### src/rtl/irq_accept_pkg.sv
package irq_accept_pkg;
  typedef enum logic {
    TRIG_EDGE  = 1'b0,
    TRIG_LEVEL = 1'b1
  } trig_e;
endpackage

### src/rtl/irq_route_table.sv
module irq_route_table
  import irq_accept_pkg::*;
#(
  parameter int NUM_PINS = 8,
  parameter int VEC_W    = 8,
  parameter int DEST_W   = 8,
  parameter int IDX_W    = 3
) (
  input  logic                clk,
  input  logic                rst_n,
  input  logic                wr_en,
  input  logic [IDX_W-1:0]    wr_idx,
  input  logic [VEC_W-1:0]    wr_vec,
  input  logic [DEST_W-1:0]   wr_dest,
  input  logic                wr_pol,
  input  trig_e               wr_trig,
  input  logic                wr_mask,
  output logic [VEC_W-1:0]    vec_o  [NUM_PINS],
  output logic [DEST_W-1:0]   dest_o [NUM_PINS],
  output logic [NUM_PINS-1:0] pol_o,
  output logic [NUM_PINS-1:0] lvl_o,
  output logic [NUM_PINS-1:0] mask_o,
  output logic [NUM_PINS-1:0] hit_o
);
  // One register set per entry; out-of-range indices hit nothing.
  for (genvar p = 0; p < NUM_PINS; p++) begin : g_ent
    assign hit_o[p] = wr_en && (wr_idx == IDX_W'(p));

    always_ff @(posedge clk or negedge rst_n) begin
      if (!rst_n) begin
        vec_o[p]  <= '0;
        dest_o[p] <= '0;
        pol_o[p]  <= 1'b0;
        lvl_o[p]  <= TRIG_EDGE;
        mask_o[p] <= 1'b1;
      end else if (hit_o[p]) begin
        vec_o[p]  <= wr_vec;
        dest_o[p] <= wr_dest;
        pol_o[p]  <= wr_pol;
        lvl_o[p]  <= wr_trig;
        mask_o[p] <= wr_mask;
      end
    end
  end
endmodule

### src/rtl/irq_pin_track.sv
module irq_pin_track
  import irq_accept_pkg::*;
#(
  parameter int VEC_W = 8
) (
  input  logic             clk,
  input  logic             rst_n,
  input  logic             line_raw,
  input  logic             pol,
  input  logic             lvl,
  input  logic             mask,
  input  logic [VEC_W-1:0] vec,
  input  logic             eoi_valid,
  input  logic [VEC_W-1:0] eoi_vec,
  input  logic             eoi_level,
  input  logic             rewrite,
  input  logic             issue,
  output logic             cand,
  output logic             coal,
  output logic             rirr
);
  logic eff, rise, pend_q, req_q, req_d, rirr_d, coal_d, eoi_hit;

  assign eff     = line_raw ^ pol;
  assign rise    = eff & ~pend_q;
  assign eoi_hit = eoi_valid && eoi_level && (eoi_vec == vec);

  // Edge requests queue until the pin is loaded; masking drops them.
  always_comb begin
    req_d = 1'b0;
    if (lvl == TRIG_EDGE && !mask)
      req_d = (req_q & ~issue) | rise;
  end

  // In-service flag for level pins: set on load, cleared by EOI or rewrite.
  always_comb begin
    rirr_d = rirr;
    if (eoi_hit || rewrite) rirr_d = 1'b0;
    if (issue && lvl == TRIG_LEVEL) rirr_d = 1'b1;
  end

  always_comb begin
    coal_d = 1'b0;
    if (!mask && rise)
      coal_d = (lvl == TRIG_LEVEL) ? rirr : (req_q & ~issue);
  end

  assign cand = ~mask & ((lvl == TRIG_LEVEL) ? (pend_q & ~rirr) : req_q);

  always_ff @(posedge clk or negedge rst_n) begin
    if (!rst_n) begin
      pend_q <= 1'b0;
      req_q  <= 1'b0;
      rirr   <= 1'b0;
      coal   <= 1'b0;
    end else begin
      pend_q <= eff;
      req_q  <= req_d;
      rirr   <= rirr_d;
      coal   <= coal_d;
    end
  end
endmodule

### src/rtl/irq_pick.sv
module irq_pick #(
  parameter int N     = 8,
  parameter int IDX_W = 3
) (
  input  logic [N-1:0]     req,
  output logic             any,
  output logic [IDX_W-1:0] idx,
  output logic [N-1:0]     onehot
);
  // Scan from the top down so the lowest set bit is the last to land.
  always_comb begin
    any    = |req;
    idx    = '0;
    onehot = '0;
    for (int i = N - 1; i >= 0; i--) begin
      if (req[i]) begin
        idx    = IDX_W'(i);
        onehot = '0;
        onehot[i] = 1'b1;
      end
    end
  end
endmodule

### src/rtl/irq_accept_unit.sv
module irq_accept_unit
  import irq_accept_pkg::*;
#(
  parameter int NUM_PINS = 8,
  parameter int VEC_W    = 8,
  parameter int DEST_W   = 8,
  localparam int IDX_W   = (NUM_PINS > 1) ? $clog2(NUM_PINS) : 1
) (
  input  logic                clk,
  input  logic                rst_n,
  input  logic [NUM_PINS-1:0] line_in,
  input  logic                cfg_we,
  input  logic [IDX_W-1:0]    cfg_pin,
  input  logic [VEC_W-1:0]    cfg_vector,
  input  logic [DEST_W-1:0]   cfg_dest,
  input  logic                cfg_polarity,
  input  logic                cfg_level,
  input  logic                cfg_mask,
  input  logic                eoi_valid,
  input  logic [VEC_W-1:0]    eoi_vector,
  input  logic                eoi_level,
  output logic                dlv_valid,
  input  logic                dlv_ready,
  output logic [IDX_W-1:0]    dlv_pin,
  output logic [VEC_W-1:0]    dlv_vector,
  output logic [DEST_W-1:0]   dlv_dest,
  output logic                dlv_level,
  output logic [NUM_PINS-1:0] coalesced
);
  logic [VEC_W-1:0]    vec_tab  [NUM_PINS];
  logic [DEST_W-1:0]   dest_tab [NUM_PINS];
  logic [NUM_PINS-1:0] pol_tab, trig_tab, mask_tab, wr_hit;
  logic [NUM_PINS-1:0] cand_vec, rirr_vec, issue_vec, pick_onehot;
  logic [IDX_W-1:0]    pick_idx;
  logic                pick_any, slot_free, issue_any;

  irq_route_table #(
    .NUM_PINS(NUM_PINS), .VEC_W(VEC_W), .DEST_W(DEST_W), .IDX_W(IDX_W)
  ) u_table (
    .clk    (clk),
    .rst_n  (rst_n),
    .wr_en  (cfg_we),
    .wr_idx (cfg_pin),
    .wr_vec (cfg_vector),
    .wr_dest(cfg_dest),
    .wr_pol (cfg_polarity),
    .wr_trig(trig_e'(cfg_level)),
    .wr_mask(cfg_mask),
    .vec_o  (vec_tab),
    .dest_o (dest_tab),
    .pol_o  (pol_tab),
    .lvl_o  (trig_tab),
    .mask_o (mask_tab),
    .hit_o  (wr_hit)
  );

  for (genvar p = 0; p < NUM_PINS; p++) begin : g_pin
    irq_pin_track #(.VEC_W(VEC_W)) u_trk (
      .clk      (clk),
      .rst_n    (rst_n),
      .line_raw (line_in[p]),
      .pol      (pol_tab[p]),
      .lvl      (trig_tab[p]),
      .mask     (mask_tab[p]),
      .vec      (vec_tab[p]),
      .eoi_valid(eoi_valid),
      .eoi_vec  (eoi_vector),
      .eoi_level(eoi_level),
      .rewrite  (wr_hit[p]),
      .issue    (issue_vec[p]),
      .cand     (cand_vec[p]),
      .coal     (coalesced[p]),
      .rirr     (rirr_vec[p])
    );
  end

  irq_pick #(.N(NUM_PINS), .IDX_W(IDX_W)) u_pick (
    .req   (cand_vec),
    .any   (pick_any),
    .idx   (pick_idx),
    .onehot(pick_onehot)
  );

  // Output slot: reload whenever empty or being drained this cycle.
  assign slot_free = ~dlv_valid | dlv_ready;
  assign issue_any = slot_free & pick_any;
  assign issue_vec = slot_free ? pick_onehot : '0;

  always_ff @(posedge clk or negedge rst_n) begin
    if (!rst_n) begin
      dlv_valid  <= 1'b0;
      dlv_pin    <= '0;
      dlv_vector <= '0;
      dlv_dest   <= '0;
      dlv_level  <= 1'b0;
    end else if (slot_free) begin
      dlv_valid <= pick_any;
      if (pick_any) begin
        dlv_pin    <= pick_idx;
        dlv_vector <= vec_tab[pick_idx];
        dlv_dest   <= dest_tab[pick_idx];
        dlv_level  <= trig_tab[pick_idx];
      end
    end
  end
endmodule

### config.mk
export PLATFORM = sky130hd
export DESIGN_NAME = irq_accept_unit
export DESIGN_NICKNAME = d
export VERILOG_FILES = /design/src/rtl/irq_accept_pkg.sv /design/src/rtl/irq_route_table.sv /design/src/rtl/irq_pin_track.sv /design/src/rtl/irq_pick.sv /design/src/rtl/irq_accept_unit.sv
export SDC_FILE = /design/constraint.sdc
export NUM_CORES = 1
export LEC_CHECK = 0
export BUFFER_PORTS_ARGS = -buffer_cell sky130_fd_sc_hd__buf_2
export CAP_MARGIN = 40
export CORE_ASPECT_RATIO = 1.4
export CORE_MARGIN = 2
export CORE_UTILIZATION = 50
export CTS_BUF_LIST = sky130_fd_sc_hd__clkbuf_4 sky130_fd_sc_hd__clkbuf_8
export DETAILED_ROUTE_END_ITERATION = 6
export GPL_TIMING_DRIVEN = 0
export PLACE_DENSITY = 0.68
export SYNTH_ARGS = -nofsm -noshare
export SYNTH_HDL_FRONTEND = slang
export SYNTH_SLANG_ARGS = --single-unit
### constraint.sdc
create_clock -name clk -period 2.4 [get_ports clk]
set_input_delay 0.36 -clock clk [delete_from_list [all_inputs] [get_ports clk]]
set_output_delay 0.36 -clock clk [all_outputs]
set_load 0.01 [all_outputs]
======== Yosys cells after proc, flatten, opt, wreduce, memory -nomap -nowiden ========
Cells that the tools add are included.
cells by class
  magnitude comparators ................... 2
  eq/ne operators ......................... 15
  mux-type cells .......................... 73
  bitwise logic cells ..................... 91
  reductions and logical operators ........ 68
operator list
  cell                                                                   number
  8-bit 2-to-1 mux                                                       13
  8-bit equality test                                                    8
  1-bit 2-to-1 mux                                                       49
  8-bit binary-select mux with 3-bit select                              2
  1-bit logical AND                                                      41
  1-bit inverter                                                         41
  1-bit AND                                                              32
  3-bit 2-to-1 mux                                                       8
  2-bit nonzero test                                                     8
  3-bit equality test, second input constant                             4
  1-bit OR                                                               9
  1-bit logical NOT                                                      8
  1-bit logical OR                                                       8
  8-bit OR reduction                                                     1
  1-bit XOR                                                              8
  3-bit by 2-bit equality test with 1-bit output, second input constant  2
  4-bit greater-or-equal comparator, second input constant               1
  3-bit by 4-bit < comparator with 1-bit output, second input constant   1
  3-bit inverter with 4-bit output                                       1
  1-bit binary-select mux with 3-bit select                              1
  3-bit by 1-bit equality test with 1-bit output, second input constant  1
  3-bit logical NOT                                                      1
  2-bit AND reduction                                                    1
word-level totals
  flip-flop bits (word level) ............. 205
  input port bits ......................... 44
  output and inout port bits .............. 29
  logic and storage cells ................. 326

======== Longest topological paths before layout ========
Gate-level depths: netlist of run 1.
  depth in word-level cells ............... 17
  depth in mapped cells ................... 10

======== Cells and area by module ========
Synthesis of run 1 repeated with hierarchy kept, for this count alone.
unflattened totals
  cells, all modules ...................... 783
  area total of the unflattened synthesis .. 10311.1 um2
modules (own cells, without submodules)
  module           instances  cells each  area each (um2)  sequential area each (um2)
  irq_route_table  1          332         5962.0           3813.7
  irq_pin_track    8          29          272.8            100.1
  irq_accept_unit  1          196         2021.9           525.5
  irq_pick         1          23          145.1            0.0

======== Worst setup path before layout of run 1 ========
No wires, ideal clock.
  path kind ............................... register to register
  start ................................... register u_table.mask_o[1]
  end ..................................... register dlv_dest[1]
  setup time .............................. 0.086 ns
  data arrival time ....................... 2.089 ns
  data required time ...................... 2.314 ns
  slack ................................... 0.225 ns
  stages on the path, launching flop included .. 8
  path buffers ............................ 2
  period minus slack after synthesis ...... 2.175 ns
  path through ............................ dfstp_2 and4bb_4 a21o_4 or4_4 nand2b_4 buf_6 buf_6 o221ai_2
between the ends
  longest elaborated chain between the ends .. 8
RTL lines
  what                                                    RTL line                source
  from (decl)                                             irq_route_table.sv:22   output logic [NUM_PINS-1:0] mask_o,
  from (signal, indexed assignment)                       irq_route_table.sv:41   mask_o[p] <= wr_mask;
  1-bit inverter *                                        irq_pin_track.sv:48     assign cand = ~mask & ((lvl == TRIG_LEVEL) ? (pend_q & ~rirr) : req_q);
  1-bit AND *                                             irq_pin_track.sv:48
  3-bit 2-to-1 mux (2 in a row)                           irq_pick.sv:16          if (req[i]) begin
  3-bit inverter with 4-bit output (not written as such)  irq_accept_unit.sv:101  dlv_dest <= dest_tab[pick_idx];
  8-bit binary-select mux with 3-bit select               irq_accept_unit.sv:101
  8-bit 2-to-1 mux (not written as such) (2 in a row)     irq_accept_unit.sv:101
  to (signal assigned)                                    irq_accept_unit.sv:101
  to (decl)                                               irq_accept_unit.sv:26   output logic [DEST_W-1:0] dlv_dest,
Mark *: on every way between the ends. The rest lies on a longest branch, timed or not. The select of a mux whose other input is x is not followed.
A chain may end at the register's enable or synchronous reset.

======== Worst setup path in the final report of run 1 ========
  start ................................... register u_table.lvl_o[7]
  end ..................................... register dlv_vector[2]
between the ends
  longest elaborated chain between the ends .. 14
RTL lines
  what                                                    RTL line                source
  from (decl)                                             irq_route_table.sv:21   output logic [NUM_PINS-1:0] lvl_o,
  from (signal, indexed assignment)                       irq_route_table.sv:40   lvl_o[p] <= wr_trig;
  1-bit 2-to-1 mux *                                      irq_pin_track.sv:48
  1-bit AND *                                             irq_pin_track.sv:48
  3-bit 2-to-1 mux (8 in a row)                           irq_pick.sv:16
  3-bit inverter with 4-bit output (not written as such)  irq_accept_unit.sv:100  dlv_vector <= vec_tab[pick_idx];
  8-bit binary-select mux with 3-bit select               irq_accept_unit.sv:100
  8-bit 2-to-1 mux (not written as such) (2 in a row)     irq_accept_unit.sv:100
  to (signal assigned)                                    irq_accept_unit.sv:100
  to (decl)                                               irq_accept_unit.sv:25   output logic [VEC_W-1:0] dlv_vector,
Marks and branches as above.

==> impl_metrics.json, run 1 <==
{
  "hold_viol_final": 0,
  "drv_cap": 0,
  "power_density_mw_per_mm2": 1210,
  "worstPathMaxFanout": 8,
  "slowest_stage": "mux2_2",
  "async_flop_share_pct": 100,
  "worst_slack_ns": 0.0206,
  "finalSetupViolCount": 0,
  "startpoint_type": "flop",
  "n_antenna_cell": 0,
  "ys_types": 66,
  "start_util_pct": 51.0,
  "fin_crit_sh_pct": 99.1,
  "drt_iter0_markers": 366,
  "tightest_slew_ns": 0.914,
  "tritoncts": "yes",
  "dp_slack_ns": -0.360,
  "drcViolationCount": 0,
  "endpoint_kind": "flop",
  "seq_area_frac_synth_pct": 50.8,
  "cts_made_buffers": 34,
  "dr.max_layer_used": "met4",
  "fin_crit_ns": 2.38,
  "crit_buf_inv": 3,
  "yosys_warnings": 0,
  "wl_met3_microns": 1000,
  "slew_violations": 0,
  "hold_path_class": "primary input to flop",
  "final_antenna_net_count": 0,
  "grt_antenna_before_repair": 0,
  "ys_ff_latch": 205,
  "relSlewSlack_pct": 39.1,
  "area_delta_synth_final_pct": 19.7,
  "grt_use_total_pct": 25.4,
  "slowest_delay_ns": 0.36,
  "path_cells": "buf_2 > nand2b_1 > a21o_1 > o211ai_4 > a21oi_4 > buf_4 > nor2_4 > buf_8 > mux2_2 > o221ai_2",
  "syn-num-nets": 839,
  "clkTransAtPathRegs_ns": 0.06,
  "wl_per_cell_microns": 22.3,
  "fp.dieW_microns": 124,
  "grt_pass1_wl_microns": 42100,
  "crit_family": "compound AO/OA/AOI/OAI gates",
  "h-tree-depth": 2,
  "grt_pass1_vias": 7290,
  "finalSetupTns_ns": 0,
  "path_class": "flop to flop",
  "ir_drop_uv": 722,
  "vias": 6938,
  "cts_sinks": 205,
  "die_area_sq_mm": 0.0214,
  "clk_latency_ns": 0.52,
  "gr-total-overflow": 0,
  "synth_area_sq_mm": 0.0101,
  "wl_met2_microns": 14000,
  "nNetsFinal": 975,
  "clock-root-buffer": "clkbuf_8",
  "crit_required_ns": 2.84,
  "io_buffers": 64,
  "fin_util_pct": 61.1,
  "grt_max_degree": 108,
  "vias_per_cell": 5.76,
  "row_count": 61,
  "io-pin-count": 73,
  "hpwl_microns": 18300,
  "postRouteWirelength_microns": 26900,
  "p_leak_nw": 5.15,
  "yosys_most_used_dff": "dfrtp_1",
  "avgSynthCellArea_sq_um": 12.7,
  "status": "finished clean",
  "die_y_microns": 172,
  "clk_path_buf_depth": 3,
  "max_freq_mhz": 420,
  "final_cells": 1204,
  "drt-pass1-iter-count": 5,
  "met1_length_microns": 11100,
  "core_sq_mm": 0.0198,
  "gp_congestion": 0.868,
  "syn_inst": 795,
  "place_inst": 1118,
  "finClkSkew_ns": 0.0199,
  "synth_edf_count": 0,
  "rsz0062_at_grt": "yes",
  "arrival_ns": 2.82,
  "drive_above_1_share_pct": 44.6
}
## cell type report
class                   count  area [sq um]
inverters                   4          15.0
flip-flops and latches    205          5140
well taps                 252           315
clock inverters             5          33.8
fillers                  1630          7730
clock buffers              52           628
plain buffers              52           367
repair buffers            101           716
multi-input cells         533          4900
## timing repair
action                                  CTS  global route
pin swaps                                 6            13
setup buffers                            12            15
endpoints found under the hold margin   100             0
hold buffers                              1             0
gates resized for setup                  35            38
cloned                                    0             2
endpoints found under the setup margin   21            21
## logic make-up after synthesis
kind of cell / share of synthesized area [%]
compound gates: 10.4
xor+xnor: 6.23
buf+inv: 2.98
flops: 50.8
mux: 21.3
simple gates: 8.30
## metrics by stage
stage / area (sq um) / hold WS [ns] / power, mW
floorplan: 10100 / 0.0644 / 8.75
global placement: 10800 / 0.462 / 10.3
detailed placement: 10900 / 0.471 / 10.4
CTS: 11800 / 0.0167 / 14.0
global route: 12100 / 0.0184 / 15.4
finish: 12100 / 0.0340 / 14.6
## state kept, by name (all words and copies together) (netlist names)
| signal | cells |
|---|---|
| u_table.dest_o | 64 |
| dlv_dest | 8 |
| dlv_level | 1 |
| u_table.lvl_o | 8 |
| u_table.vec_o | 64 |
| g_pin.u_trk.coal | 8 |
| g_pin.u_trk.req_q | 8 |
| u_table.pol_o | 8 |
| g_pin.u_trk.pend_q | 8 |
| dlv_valid | 1 |
| dlv_pin | 3 |
| u_table.mask_o | 8 |
| dlv_vector | 8 |
| g_pin.u_trk.rirr | 8 |
## cell usage after synthesis (4+ instances only)
library cell	instances	share of area (%)
dfrtp_1	197	49
mux2_2	164	18
xnor2_1	54	4.7
mux2i_1	31	3.1
nand2_1	31	1.1
a22oi_1	28	2.1
clkbuf_1	28	1.0
nor2_1	22	0.82
xor2_1	18	1.6
nand2b_1	16	0.99
nor3_1	16	0.79
a21oi_1	14	0.69
nand4_1	13	0.80
o21ai_0	12	0.59
a2bb2oi_1	11	0.95
buf_2	10	0.49
buf_4	10	0.74
o221ai_2	10	1.5
dfstp_2	8	2.1
a211oi_1	7	0.52
nand3_1	6	0.30
a211o_1	5	0.43
buf_6	5	0.56
o21a_1	5	0.37
o21ai_1	5	0.25
a21oi_2	4	0.35
a32o_1	4	0.40
inv_1	4	0.15
nor3b_1	4	0.30
nor4_1	4	0.25
o22ai_1	4	0.25
## report_power, final
| group | leakage, nW | total [mW] | switching, mW | internal (mW) |
|---|---|---|---|---|
| registers | 2.48 | 5.06 | 0.689 | 4.37 |
| clock network | 0.350 | 3.04 | 1.37 | 1.67 |
| logic | 2.31 | 6.50 | 3.25 | 3.25 |
## final timing paths
kind,startpoint,end,slack (ns),cells past startpoint
max in group asynchronous,rst_n,u_table.lvl_o[2],0.92,3
hold reg to reg,u_table.pol_o[5],g_pin[5].u_trk.pend_q,0.47,1
setup reg to reg,u_table.lvl_o[7],dlv_vector[2],0.02,10
min in group asynchronous,rst_n,g_pin[5].u_trk.coal,0.51,2
setup / recovery,u_table.lvl_o[7],dlv_vector[2],0.02,10
hold / removal,line_in[0],g_pin[0].u_trk.pend_q,0.03,2
## routing by layer
metal / vias up / track usage (%)
met5: - / 0
met4: 0 / 9.04
met3: 51 / 4.02
met2: 168 / 46.1
met1: 3532 / 30.7
li1: 3187 / -
## cells in the final DEF, fill, tap and decap left out, types with 5 or more instances in the layout
master	instances
dfrtp_1	194
mux2_2	164
buf_2	66
xnor2_1	54
clkbuf_8	39
buf_4	36
nand2_1	31
mux2i_1	26
clkbuf_1	24
a22oi_1	24
nor2_1	21
xor2_1	18
nand2b_1	16
nor3_1	15
clkbuf_4	15
a21oi_1	13
nand4_1	13
o21ai_0	12
o221ai_2	10
buf_6	8
dfstp_2	8
a211oi_1	7
a2bb2oi_2	7
nand3_1	6
o21a_1	5
buf_12	5
a211o_1	5
## worst register-to-register path: stages (launching register included)
cell and delay (ns):
dfrtp_1 0.35, buf_2 0.16, nand2b_1 0.18, a21o_1 0.22
o211ai_4 0.24, a21oi_4 0.11, buf_4 0.16, nor2_4 0.18
buf_8 0.19, mux2_2 0.37, o221ai_2 0.16
(Power assumes the default switching activity.)
==> run 2: changes to the inputs <==
CELL_PAD_IN_SITES_DETAIL_PLACEMENT = 1   (was not set)
CELL_PAD_IN_SITES_GLOBAL_PLACEMENT = 1   (was not set)
PLACE_DENSITY = not set   (was 0.68)
PLACE_DENSITY_LB_ADDON = 0.1   (was not set)
==> run 2 against run 1 <==
  * The run now ends with setup timing left
  * Count of clock-buffer cells in the layout increased by 6
  * Combinational power increased by 13%
  * Largest cell class unchanged
  * Design area increased by 2.6%
  * Die area unchanged
  * Global-route usage increased by 3.6 points
  * Sequential cell count unchanged
  * Critical path type unchanged
  * Clock power increased by 9.9%
  * Largest power group unchanged
  * Worst hold slack improved by 0.0018 ns
  * Sequential power increased by 2%
==> impl_metrics.json, run 2 (synthesized netlist as in run 1, its figures left out) <==
{
  "share_seq_of_total_power_pct": 32.4,
  "cts_made_buffers": 35,
  "grt_pass1_wl_microns": 46900,
  "ir_drop_uv": 619,
  "start_util_pct": 51.0,
  "path_class": "flop to flop",
  "dp_slack_ns": -0.455,
  "status": "finished, violations left",
  "max_freq_mhz": 411,
  "slowest_delay_ns": 0.63,
  "fp.dieW_microns": 124,
  "reg2reg_from": "u_table.mask_o[6]",
  "clkPwrFrac_pct": 21.1,
  "postRouteWirelength_microns": 32900,
  "hold_viol_final": 0,
  "p_leak_nw": 5.28,
  "r2r-end": "dlv_vector[1]",
  "drcViolationCount": 0,
  "whs_ns": 0.0357,
  "vias": 7355,
  "nFillCells": 1989,
  "drt_iter0_markers": 406,
  "clk_path_buf_depth": 3,
  "drive_above_1_share_pct": 47.2,
  "nNetsFinal": 983,
  "final_antenna_net_count": 0,
  "gp_congestion": 0.900,
  "die_area_sq_mm": 0.0214,
  "clk_latency_ns": 0.54,
  "worst_slack_ns": -0.0335,
  "placed_area_sq_mm": 0.0109,
  "violations": "setup timing",
  "rr_worst_depth": 9,
  "power.total_mw": 15.9,
  "rsz0062_at_grt": "yes",
  "worstPathMaxFanout": 10,
  "endpoint_kind": "flop",
  "top_regs": "u_table.dest_o (64), u_table.vec_o (64)",
  "grt_pass1_vias": 8038,
  "min_from": "line_in[0]",
  "core_sq_mm": 0.0198,
  "finalSetupViolCount": 12,
  "vias_per_cell": 6.06,
  "p_switching_mw": 6.04,
  "io-pin-count": 73,
  "clkTransAtPathRegs_ns": 0.07,
  "grt_use_total_pct": 28.9,
  "grt_max_degree": 111,
  "grt_antenna_before_repair": 0,
  "slew_violations": 0,
  "row_count": 61,
  "finClkSkew_ns": 0.0436,
  "drt-pass1-iter-count": 4,
  "comb_power_share_pct": 46.5,
  "fin_crit_sh_pct": 101,
  "post-route-cell-area_sq_mm": 0.0124,
  "wl_per_cell_microns": 27.1,
  "drv_cap": 0,
  "final_common_cell": "dfrtp_1",
  "io_buffers": 64,
  "gr-total-overflow": 0,
  "area_delta_synth_final_pct": 22.8,
  "tightest_slew_ns": 0.938,
  "h-tree-depth": 2,
  "layout_common_cells": "dfrtp_1 (193), mux2_2 (159), buf_2 (64)",
  "min_path_cells": 2,
  "fin_crit_ns": 2.43,
  "hpwl_microns": 21100,
  "n_antenna_cell": 0,
  "path_cells": "nor3b_4 > a31o_4 > o211ai_4 > a21oi_2 > buf_6 > buf_4 > nor2_1 > o22ai_1 > a211o_1",
  "startpoint_type": "flop",
  "hold_path_class": "primary input to flop",
  "die_y_microns": 172,
  "p_int_mw": 9.81,
  "arrival_ns": 2.85,
  "rrSetupSlack_ns": -0.03,
  "hold_path_end": "g_pin[0].u_trk.pend_q",
  "relSlewSlack_pct": 37.5,
  "fin_util_pct": 62.6,
  "tritoncts": "yes",
  "swShare_pct": 38.1,
  "cts_sinks": 205,
  "crit_required_ns": 2.81,
  "slowest_stage": "dfstp_2",
  "power_density_mw_per_mm2": 1280,
  "clock-root-buffer": "clkbuf_8"
}
## run 2: layout make-up
| class | count | area [sq um] | area share [%] |
|---|---|---|---|
| Buffer | 52 | 385 | 3.10 |
| Clock buffer | 58 | 723 | 5.82 |
| Clock inverter | 2 | 10.0 | 0.0805 |
| Inverter | 4 | 15.0 | 0.121 |
| Multi-Input combinational cell | 533 | 5060 | 40.7 |
| Sequential cell | 205 | 5140 | 41.4 |
| Tap cell | 252 | 315 | 2.54 |
| Timing Repair Buffer | 108 | 772 | 6.21 |
## run 2: worst max-delay path by stage
stage / startpoint / to / depth (start not counted)
3_3_place_gp: rst_n / u_table.dest_o[40] / 1
2_1_floorplan: u_table.mask_o[1] / dlv_dest[1] / 7
4_1_cts: u_table.mask_o[5] / dlv_vector[0] / 9
5_1_grt: u_table.mask_o[6] / dlv_vector[5] / 10
3_5_place_dp: u_table.mask_o[6] / dlv_pin[0] / 6
6_report: u_table.mask_o[6] / dlv_vector[1] / 9
## run 2: power groups by stage
stage / logic [mW] / registers (mW) / clock network (mW)
5_1_grt: 7.71 / 5.24 / 3.55
2_1_floorplan: 3.78 / 4.97 / 0
3_3_place_gp: 5.34 / 5.02 / 0
6_report: 7.37 / 5.14 / 3.34
3_5_place_dp: 5.56 / 5.10 / 0
4_1_cts: 6.19 / 5.05 / 3.37
## run 2: what timing repair did
| action | 4_1_cts | 5_1_grt |
|---|---|---|
| setup buffers | 17 | 18 |
| gates cloned | 0 | 2 |
| gates resized for setup | 33 | 84 |
| pin swaps | 12 | 21 |
| endpoints found under the hold margin | 92 | 0 |
| setup endpoints to repair | 21 | 23 |
| hold buffers | 1 | 0 |
## run 2: metrics by stage
| step | cells | setup TNS [ns] |
|---|---|---|
| after floorplan | 795 | 0 |
| after global placement | 1111 | -461.79 |
| after detailed placement | 1117 | -7.05 |
| after CTS | 1195 | -0.0667 |
| after global routing | 1214 | -1.25 |
| final | 1214 | -0.143 |
## run 2: metal layers
layer	vias up	global-route usage (%)	share of wire, %	routed length (microns)
met2	252	51.3	52	17100
met3	114	4.98	4.7	1540
li1	3177	-	-	-
met5	-	0	0	0
met4	0	17.8	5.8	1920
met1	3812	32.6	38	12400
## run 2: worst max-delay path: cells and delay by family, from the launching register on
kind,cells,cell delay (ns)
AOI/OAI and AO/OA,5,1.10
buffers and inverters,2,0.36
DFF,1,0.63
and+or+nand+nor,2,0.24
